**src/rtl/tokring_pkg.sv**
```systemverilog
package tokring_pkg;
   typedef enum logic [2:0] {
      PH_IDLE,
      PH_ACQ,
      PH_CONV,
      PH_WAIT,
      PH_SEND
   } phase_e;
endpackage

```
**src/rtl/tokring_bxcnt.sv**
```systemverilog
// Bunch-crossing tag counter; wraps naturally at 2**BXW-1.
module tokring_bxcnt #(
   parameter int BXW = 12
) (
   input  logic           clk,
   input  logic           rst_n,
   input  logic           clr,
   input  logic           tick,
   output logic [BXW-1:0] cnt
);
   always_ff @(posedge clk) begin
      if (!rst_n)    cnt <= '0;
      else if (clr)  cnt <= '0;
      else if (tick) cnt <= cnt + 1'b1;
   end
endmodule

```
**src/rtl/tokring_evmem.sv**
```systemverilog
// Event store: tag per slot, per-channel value+gain field per slot.
module tokring_evmem #(
   parameter int DEPTH = 16,
   parameter int BXW   = 12,
   parameter int NCH   = 2,
   parameter int ADCW  = 12,
   localparam int SLW  = $clog2(DEPTH),
   localparam int CHW  = (NCH > 1) ? $clog2(NCH) : 1,
   localparam int CNTW = $clog2(DEPTH + 1),
   localparam int FW   = ADCW + 1,
   localparam int W    = BXW + NCH * FW
) (
   input  logic            clk,
   input  logic            rst_n,
   input  logic            clear,
   input  logic            tag_we,
   input  logic [BXW-1:0]  tag,
   input  logic            conv_we,
   input  logic [SLW-1:0]  conv_slot,
   input  logic [CHW-1:0]  conv_ch,
   input  logic [ADCW-1:0] conv_val,
   input  logic            conv_gain,
   input  logic [SLW-1:0]  rd_addr,
   output logic [CNTW-1:0] count,
   output logic [W-1:0]    rd_word
);
   logic [BXW-1:0] tag_mem [DEPTH];
   logic [FW-1:0]  fld_rd  [NCH];
   logic           full;

   assign full = (count == CNTW'(DEPTH));

   always_ff @(posedge clk) begin
      if (!rst_n)                count <= '0;
      else if (clear)            count <= '0;
      else if (tag_we && !full)  count <= count + 1'b1;
   end

   always_ff @(posedge clk) begin
      if (tag_we && !full) tag_mem[count[SLW-1:0]] <= tag;
   end

   for (genvar ch = 0; ch < NCH; ch++) begin : g_chan
      logic [FW-1:0] fld [DEPTH];
      always_ff @(posedge clk) begin
         if (conv_we && conv_ch == CHW'(ch)) fld[conv_slot] <= {conv_val, conv_gain};
      end
      assign fld_rd[ch] = fld[rd_addr];
   end

   always_comb begin
      rd_word = '0;
      rd_word[W-1 -: BXW] = tag_mem[rd_addr];
      for (int ch = 0; ch < NCH; ch++) begin
         rd_word[W-1-BXW-ch*FW -: FW] = fld_rd[ch];
      end
   end
endmodule

```
**src/rtl/tokring_ser.sv**
```systemverilog
// MSB-first shifter with bit counter; load takes priority over shift.
module tokring_ser #(
   parameter int W    = 38,
   localparam int BCW = $clog2(W)
) (
   input  logic         clk,
   input  logic         rst_n,
   input  logic         load,
   input  logic [W-1:0] word,
   input  logic         run,
   output logic         msb,
   output logic         last
);
   logic [W-1:0]   sh;
   logic [BCW-1:0] bcnt;

   always_ff @(posedge clk) begin
      if (!rst_n) begin
         sh   <= '0;
         bcnt <= '0;
      end else if (load) begin
         sh   <= word;
         bcnt <= '0;
      end else if (run) begin
         sh   <= sh << 1;
         bcnt <= bcnt + 1'b1;
      end
   end

   assign msb  = sh[W-1];
   assign last = (bcnt == BCW'(W - 1));
endmodule

```
**src/rtl/tokring_rdout.sv**
```systemverilog
module tokring_rdout
   import tokring_pkg::*;
#(
   parameter int DEPTH = 16,
   parameter int BXW   = 12,
   parameter int NCH   = 2,
   parameter int ADCW  = 12
) (
   input  logic                                  clk,
   input  logic                                  rst_n,
   input  logic                                  acq_en,
   input  logic                                  conv_done,
   input  logic                                  bx_tick,
   input  logic                                  trig,
   input  logic                                  conv_wr,
   input  logic [$clog2(DEPTH)-1:0]              conv_slot,
   input  logic [((NCH > 1) ? $clog2(NCH) : 1)-1:0] conv_ch,
   input  logic [ADCW-1:0]                       conv_val,
   input  logic                                  conv_gain,
   input  logic                                  token_in,
   output logic                                  token_out,
   output logic                                  bus_oe,
   output logic                                  bus_dout
);
   localparam int SLW  = $clog2(DEPTH);
   localparam int CNTW = $clog2(DEPTH + 1);
   localparam int W    = BXW + NCH * (ADCW + 1);

   if (DEPTH < 2 || (DEPTH & (DEPTH - 1)) != 0) begin : g_bad_depth
      $error("DEPTH must be a power of two of at least 2");
   end
   if (BXW < 1 || ADCW < 1 || NCH < 1) begin : g_bad_width
      $error("BXW, ADCW and NCH must be positive");
   end

   phase_e          phase_q;
   logic [BXW-1:0]  bx_val;
   logic [CNTW-1:0] ev_cnt;
   logic [SLW-1:0]  rd_idx, rd_addr;
   logic [W-1:0]    rd_word;
   logic            tok_q;
   logic            bx_clr, bx_inc, tag_we, conv_we_i;
   logic            start, skip, word_end, last_word, done;
   logic            ser_load, ser_run, ser_msb, ser_last;

   always_comb begin
      bx_clr    = (phase_q == PH_IDLE) && acq_en;
      bx_inc    = (phase_q == PH_ACQ) && bx_tick;
      tag_we    = (phase_q == PH_ACQ) && trig;
      conv_we_i = (phase_q == PH_CONV) && conv_wr;
      start     = (phase_q == PH_WAIT) && token_in && (ev_cnt != '0);
      skip      = (phase_q == PH_WAIT) && token_in && (ev_cnt == '0);
      word_end  = (phase_q == PH_SEND) && ser_last;
      last_word = (rd_idx == SLW'(ev_cnt - 1'b1));
      done      = word_end && last_word;
      rd_addr   = start ? '0 : rd_idx + 1'b1;
      ser_load  = start || (word_end && !last_word);
      ser_run   = (phase_q == PH_SEND);
   end

   always_ff @(posedge clk) begin
      if (!rst_n) begin
         phase_q <= PH_IDLE;
      end else begin
         unique case (phase_q)
            PH_IDLE: if (acq_en)    phase_q <= PH_ACQ;
            PH_ACQ:  if (!acq_en)   phase_q <= PH_CONV;
            PH_CONV: if (conv_done) phase_q <= PH_WAIT;
            PH_WAIT: begin
               if (start)     phase_q <= PH_SEND;
               else if (skip) phase_q <= PH_IDLE;
            end
            PH_SEND: if (done)      phase_q <= PH_IDLE;
            default:                phase_q <= PH_IDLE;
         endcase
      end
   end

   always_ff @(posedge clk) begin
      if (!rst_n) begin
         rd_idx <= '0;
         tok_q  <= 1'b0;
      end else begin
         tok_q <= done || skip;
         if (start)                       rd_idx <= '0;
         else if (word_end && !last_word) rd_idx <= rd_idx + 1'b1;
      end
   end

   tokring_bxcnt #(.BXW(BXW)) u_bx (
      .clk  (clk),
      .rst_n(rst_n),
      .clr  (bx_clr),
      .tick (bx_inc),
      .cnt  (bx_val)
   );

   tokring_evmem #(.DEPTH(DEPTH), .BXW(BXW), .NCH(NCH), .ADCW(ADCW)) u_mem (
      .clk      (clk),
      .rst_n    (rst_n),
      .clear    (done || skip),
      .tag_we   (tag_we),
      .tag      (bx_val),
      .conv_we  (conv_we_i),
      .conv_slot(conv_slot),
      .conv_ch  (conv_ch),
      .conv_val (conv_val),
      .conv_gain(conv_gain),
      .rd_addr  (rd_addr),
      .count    (ev_cnt),
      .rd_word  (rd_word)
   );

   tokring_ser #(.W(W)) u_ser (
      .clk  (clk),
      .rst_n(rst_n),
      .load (ser_load),
      .word (rd_word),
      .run  (ser_run),
      .msb  (ser_msb),
      .last (ser_last)
   );

   assign token_out = tok_q;
   assign bus_oe    = (phase_q == PH_SEND);
   assign bus_dout  = bus_oe && ser_msb;
endmodule

```
**config.mk**
```make
export PLATFORM = sky130hd
export DESIGN_NAME = tokring_rdout
export DESIGN_NICKNAME = d
export VERILOG_FILES = /design/src/rtl/tokring_pkg.sv /design/src/rtl/tokring_bxcnt.sv /design/src/rtl/tokring_evmem.sv /design/src/rtl/tokring_ser.sv /design/src/rtl/tokring_rdout.sv
export SDC_FILE = /design/constraint.sdc
export NUM_CORES = 1
export LEC_CHECK = 0
export BUFFER_PORTS_ARGS = -buffer_cell sky130_fd_sc_hd__buf_2
export CORE_MARGIN = 2
export CORE_UTILIZATION = 45
export CTS_BUF_LIST = sky130_fd_sc_hd__clkbuf_8
export DETAILED_ROUTE_END_ITERATION = 7
export HOLD_SLACK_MARGIN = 0.08
export SLEW_MARGIN = 20
export SYNTH_ARGS = -nofsm -noshare
export SYNTH_HDL_FRONTEND = slang
export SYNTH_HIERARCHICAL = 1
export SYNTH_SLANG_ARGS = --single-unit
```
**constraint.sdc**
```tcl
create_clock -name clk -period 3.4 [get_ports clk]
set_clock_uncertainty 0.1 [all_clocks]
set_input_delay 0.34 -clock clk [delete_from_list [all_inputs] [get_ports clk]]
set_output_delay 0.34 -clock clk [all_outputs]
set_load 0.03 [all_outputs]
```
# After elaboration in Yosys (flattened, before gate mapping)
# Memory sizes are Yosys's and may differ from the RTL's.
# Index checks and enable logic that the tools add are counted.
# classes
addsub	5
eq_ne	12
n_mux	16
bitwise_logic	2
n_reduce_logical	27
# op_table
cell	n
2-to-1 mux 38 bit	2
2-to-1 mux 3 bit	6
one-hot mux 3 bit (5 select lines)	1
logical AND 1 bit	14
adder 12 x 1 -> 12 bit (second input constant)	1
OR reduction 2 bit	4
adder 6 x 1 -> 6 bit (second input constant)	1
== test 3 x 2 -> 1 bit (second input constant)	2
== test 6 bit (second input constant)	1
2-to-1 mux 1 bit	6
!= test 2 bit (second input constant)	3
adder 5 x 1 -> 5 bit (second input constant)	1
== test 5 bit (second input constant)	1
logical NOT 5 bit	1
AND reduction 5 bit	1
nonzero test 5 bit	1
adder 4 x 1 -> 4 bit (second input constant)	1
== test 4 bit	1
2-to-1 mux 4 bit	1
subtractor 4 x 1 -> 4 bit (second input constant)	1
== test 3 x 1 -> 1 bit (second input constant)	1
== test 3 bit (second input constant)	1
logical NOT 3 bit	1
!= test 3 bit (second input constant)	1
other kinds (5)	8
# word_totals
regBits	69
ram_bits	608
inputBits	26
output_inout_bits	3
n_memories	3
# mem_list
memory	words	width	read_ports	rd_ports_with_merged_regs	write_ports	line	source
u_mem.g_chan[0].fld	16	13	1	0	1	tokring_evmem.sv:44	logic [FW-1:0] fld [DEPTH];
u_mem.g_chan[1].fld	16	13	1	0	1	tokring_evmem.sv:44	
u_mem.tag_mem	16	12	1	0	1	tokring_evmem.sv:27	logic [BXW-1:0] tag_mem [DEPTH];

# Depth between registers and ports, before layout
# depth
ltp_word	6
depth_mapped	13
depth_no_buf	10

# Modules after synthesis
# The synthesis kept the hierarchy.
# modules_own_cells
mod	n_inst	cells_per_inst	area_per_inst_um2	seq_area_each_um2
tokring_evmem	1	1037	23319.9	18357.6
tokring_ser	1	199	2023.2	880.8
tokring_rdout	1	71	625.6	160.2
tokring_bxcnt	1	60	558.0	240.2

# Worst setup path after synthesis
# Ideal clock, no wire load.
# synth_path
kind	register to register
from	reg phase_q[0]
to	mem u_mem/g_chan[0].fld[12][0] (netlist name) (enable)
setup_ns	0.400
arrival_time_ns	2.339
required_ns	2.900
slack_ns	0.561
stages_incl_launch_ff	6
n_path_buf	1
synth_period_minus_slack_ns	2.839
path_cell_list	dfxtp_1 -> buf_2 -> nor4bb_1 -> nor2b_1 -> nand3_1 -> nor3_1
# synth_via
elab_chain_cells	5
# synth_rtl
item	line	source
start: declaration	tokring_rdout.sv:36	phase_e phase_q;
start signal: assignment	tokring_rdout.sv:63	phase_q <= PH_IDLE;
start signal: assignment	tokring_rdout.sv:66	PH_IDLE: if (acq_en) phase_q <= PH_ACQ;
start signal: assignment	tokring_rdout.sv:67	PH_ACQ: if (!acq_en) phase_q <= PH_CONV;
== test 3 x 2 -> 1 bit	tokring_rdout.sv:50	conv_we_i = (phase_q == PH_CONV) && conv_wr;
logical AND 1 bit	tokring_rdout.sv:50	
net conv_we_i	tokring_rdout.sv:42	logic bx_clr, bx_inc, tag_we, conv_we_i;
logical AND 1 bit	tokring_evmem.sv:46	if (conv_we && conv_ch == CHW'(ch)) fld[conv_slot] <= {conv_val, conv_gain};
2-to-1 mux 1 bit	tokring_evmem.sv:46	
2-to-1 mux 1 bit (not written as such)	tokring_evmem.sv:46	
end: declaration	tokring_evmem.sv:44	
# The timed path passes the listed nets, and every way through them passes these cells.

# Worst setup path in the final report
# layout_path
from	reg u_mem.count[1]
to	reg u_ser.sh[24]
# layout_lines
item	line	source
start: declaration	tokring_evmem.sv:24	output logic [CNTW-1:0] count,
start signal: assignment	tokring_evmem.sv:36	else if (tag_we && !full) count <= count + 1'b1;
nonzero test 5 bit	tokring_rdout.sv:51	start = (phase_q == PH_WAIT) && token_in && (ev_cnt != '0);
logical AND 1 bit	tokring_rdout.sv:51	
2-to-1 mux 4 bit	tokring_rdout.sv:56	rd_addr = start ? '0 : rd_idx + 1'b1;
net rd_addr[0]	tokring_rdout.sv:39	logic [SLW-1:0] rd_idx, rd_addr;
memory read (16 x 13 bit)	n/a	
net rd_word[24]	tokring_rdout.sv:40	logic [W-1:0] rd_word;
2-to-1 mux 38 bit	tokring_ser.sv:21	end else if (load) begin
end signal: assignment	tokring_ser.sv:22	sh <= word;
end signal: assignment	tokring_ser.sv:25	sh <= sh << 1;
end: declaration	tokring_ser.sv:14	logic [W-1:0] sh;
# The timed path passes the listed nets, and every way through them passes these cells.
# A chain may end at the register's enable or synchronous reset.

==> results.yml <==
outcome:
  status: "complete, no violations"
logic_synthesis:
  ys_async_sr_fraction_pct: 0
  ys_ff_latch: 677
  synth_compound_area_share_pct: 4.24
  syn-cell-area_um2: 26500
  yosys.area_share.adder_pct: 0.472
  yosysWarningCount: 6
  netlist_top_cells_area: "edfxtp_1 69%, mux4_2 13%, dfxtp_1 5.2%"
  synth_cell_type_count: 52
  syn_nets: 1403
  synth_top_family_by_area: "multiplexers"
  synth.avg_cell_area_um2: 19.4
  synthSimpleGateAreaFrac_pct: 4.40
  synth_seq_area_share_pct: 74.0
  synth_edf_count: 608
  synth_flop_cell: "edfxtp_1"
  synth_xor_area_share_pct: 0.712
  synth_top_cell_area_share_pct: 68.8
  synthMuxAreaShare_pct: 14.5
  synth_top_area_cell: "edfxtp_1"
  synthCells: 1367
cts:
  cts_tree: "built"
  post_cts_buffers: 0
  htree_levels: 3
  cts_buffers: 106
  clkLatencyLatePin_ns: 0.69
  cts_buffer_depth: 3
  clkTransAtPathRegs_ns: 0.06
  cts_root_buf: "clkbuf_8"
  clock_sinks: 677
floorplanning:
  die_x_um: 247
  die_h_um: 247
  core_area_um2: 58000
  fp-row-count: 88
  initial_core_util_pct: 45.7
  die-area_um2: 60900
  ioPinCount: 29
setup_path:
  reg2reg_from: "u_mem/count[1]"
  required_ns: 3.87
  crit_start: "u_mem/count[1]"
  path_max_fanout: 20
  crit_type: "reg -> reg"
  crit_path_end_kind: "register"
  crit_arrival_ns: 3.68
  cp-start-kind: "register"
pwr:
  swShare_pct: 21.1
  vdd.ir_drop.worst_v: 0.000365
  seqPwrFrac_pct: 57.5
  p_leak_nw: 10.3
  clock_power_share_pct: 40.0
  power_density_nw_per_um2: 523
  comb_power_share_pct: 2.6
  p_sw_mw: 3.34
  internal_power_mw: 12.5
routing:
  routed_via_density: 5.55
  drc: 0
  vias: 13226
  wl_per_cell_um: 23.5
  dr.first_iter.drc_count: 1013
  first_pass_iters: 5
  ant_nets: 0
  wl_mm: 55.9
timing:
  slew_headroom_pct: 40.6
  grt_setup_unrepaired: "false"
  tightest_slew_ns: 0.889
  fin_crit_ns: 3.21
  period_share_pct: 94.4
  hold_viol_final: 0
  setup_viol: 0
  clock.fmax_mhz: 312
  fin_tns_setup_ns: 0
  slew_violations: 0
placement:
  gp_congestion: 0.739
  io_buffer_count: 28
  place_area_um2: 28100
  place_hpwl_mm: 32.5
  dp.cells: 2173
global_route:
  grt_pass1_vias: 13789
  grt_max_degree: 49
  overflow: 0
  antenna_found_initial: 2
  grt_pass1_wl_mm: 84.6
  grt_util_all_layers_pct: 18.9
finish:
  final_cell_mix: "608 x edfxtp_1, 152 x mux4_2, 116 x clkbuf_8"
  final_area_um2: 30300
  area_growth_pct: 14.1
  drive_gt1_share_pct: 26.5
  layout_commonest_cell: "edfxtp_1"
  nFillCells: 4633
  instances_no_fill: 2383
  nets: 1562
min_path:
  hold_start: "conv_val[2]"
  hold_class: "in -> reg"
job:
  maxCapViolCount: 0
==> per-layer routing <==
| layer | up-vias | track usage, % | share of wire [%] |
|---|---|---|---|
| met2 | 311 | 30.4 | 48 |
| met4 | 0 | 5.58 | 1.9 |
| li1 | 5913 | - | - |
| met5 | - | 0 | 0 |
| met3 | 82 | 3.36 | 4.3 |
| met1 | 6920 | 26.6 | 46 |
==> flip-flops by register name, summed over array words and instances (netlist names) <==
register	count
u_bx/cnt	12
u_mem/count	5
u_mem/tag_mem	192
u_ser/bcnt	6
token_out	1
rd_idx	4
u_ser/sh	38
phase_q	3
u_mem/g_chan.fld	416
==> worst max-delay path: stages (launching register included) <==
cell and delay (ns):
dfxtp_1 0.36, inv_1 0.10, ha_1 0.16, nor4b_2 0.26, and2b_1 0.27, nor2_4 0.16
buf_12 0.25, buf_12 0.23, mux4_2 0.50, a22oi_1 0.39, nand2_1 0.09, o211a_1 0.21
==> power groups by stage <==
stage	registers [mW]	logic [mW]	clock network, mW
3_3_place_gp	9.27	0.380	0
2_1_floorplan	9.27	0.203	0
4_1_cts	9.10	0.408	6.52
5_1_grt	9.10	0.449	6.87
3_5_place_dp	9.27	0.390	0
6_report	9.10	0.406	6.33
==> cell usage after synthesis (2+ instances only) <==
| cell type | number |
|---|---|
| a211oi_1 | 2 |
| a21oi_1 | 13 |
| a22oi_1 | 76 |
| and2_1 | 4 |
| and3_1 | 5 |
| buf_2 | 20 |
| buf_4 | 7 |
| buf_6 | 10 |
| clkbuf_1 | 39 |
| dfxtp_1 | 69 |
| edfxtp_1 | 608 |
| ha_1 | 10 |
| inv_1 | 10 |
| mux2i_1 | 41 |
| mux4_2 | 152 |
| nand2_1 | 93 |
| nand2b_1 | 15 |
| nand3_1 | 6 |
| nand4_1 | 4 |
| nand4_4 | 2 |
| nand4b_1 | 2 |
| nor2_1 | 62 |
| nor2b_1 | 7 |
| nor3_1 | 9 |
| nor3b_1 | 4 |
| nor4b_1 | 2 |
| nor4bb_1 | 2 |
| o211a_1 | 37 |
| o211ai_1 | 2 |
| o21ai_0 | 8 |
| o31ai_1 | 2 |
| or3_1 | 5 |
| or4_1 | 3 |
| xnor2_1 | 7 |
| xor2_1 | 12 |
==> timing repair <==
action,in CTS,in global routing
hold buffers,10,0
setup endpoints to repair,0,11
hold endpoints to repair,120,0
gates resized for setup,0,3
==> logic make-up (layout without fill, tap and decap cells) <==
| kind of cell | count (synthesis) | count (layout) |
|---|---|---|
| DFF | 677 | 677 |
| xor gates and xnor gates | 20 | 20 |
| and+or+nand+nor | 237 | 237 |
| AOI/OAI and AO/OA | 144 | 144 |
| buffers and inverters | 86 | 335 |
| other | 0 | 2 |
| adders and majority gates | 10 | 10 |
| muxes | 193 | 193 |
==> metrics by stage <==
step	hold slack (ns)	total power, mW	setup WS, ns	util (%)
3_5_place_dp	0.375	9.66	0.0827	48.5
6_report	0.121	15.8	0.191	52.2
5_1_grt	0.0999	16.4	0.0441	52.1
2_1_floorplan	0.339	9.48	0.561	-
3_3_place_gp	0.366	9.65	0.127	48.5
4_1_cts	0.0820	16.0	0.0559	52.1
==> path summary, 6_finish.rpt <==
path                                    end  slack [ns]  cells past startpoint
setup / recovery               u_ser/sh[24]        0.19                     11
hold / removal    u_mem/g_chan[0].fld[2][3]        0.12                      1
setup reg to reg               u_ser/sh[24]        0.19                     11
hold reg to reg               u_ser/bcnt[5]        0.39                      2
==> layout make-up <==
| class | instances | area (µm²) | area share [%] |
|---|---|---|---|
| clock buffers | 116 | 1600 | 5.28 |
| inverters | 10 | 37.5 | 0.124 |
| repair buffers | 127 | 1090 | 3.59 |
| well taps | 765 | 957 | 3.16 |
| flip-flops and latches | 677 | 19600 | 64.9 |
| diodes | 2 | 5.00 | 0.0165 |
| multi-input cells | 604 | 6540 | 21.6 |
| clock inverters | 82 | 399 | 1.32 |
Power figures use the tool's default switching activity.
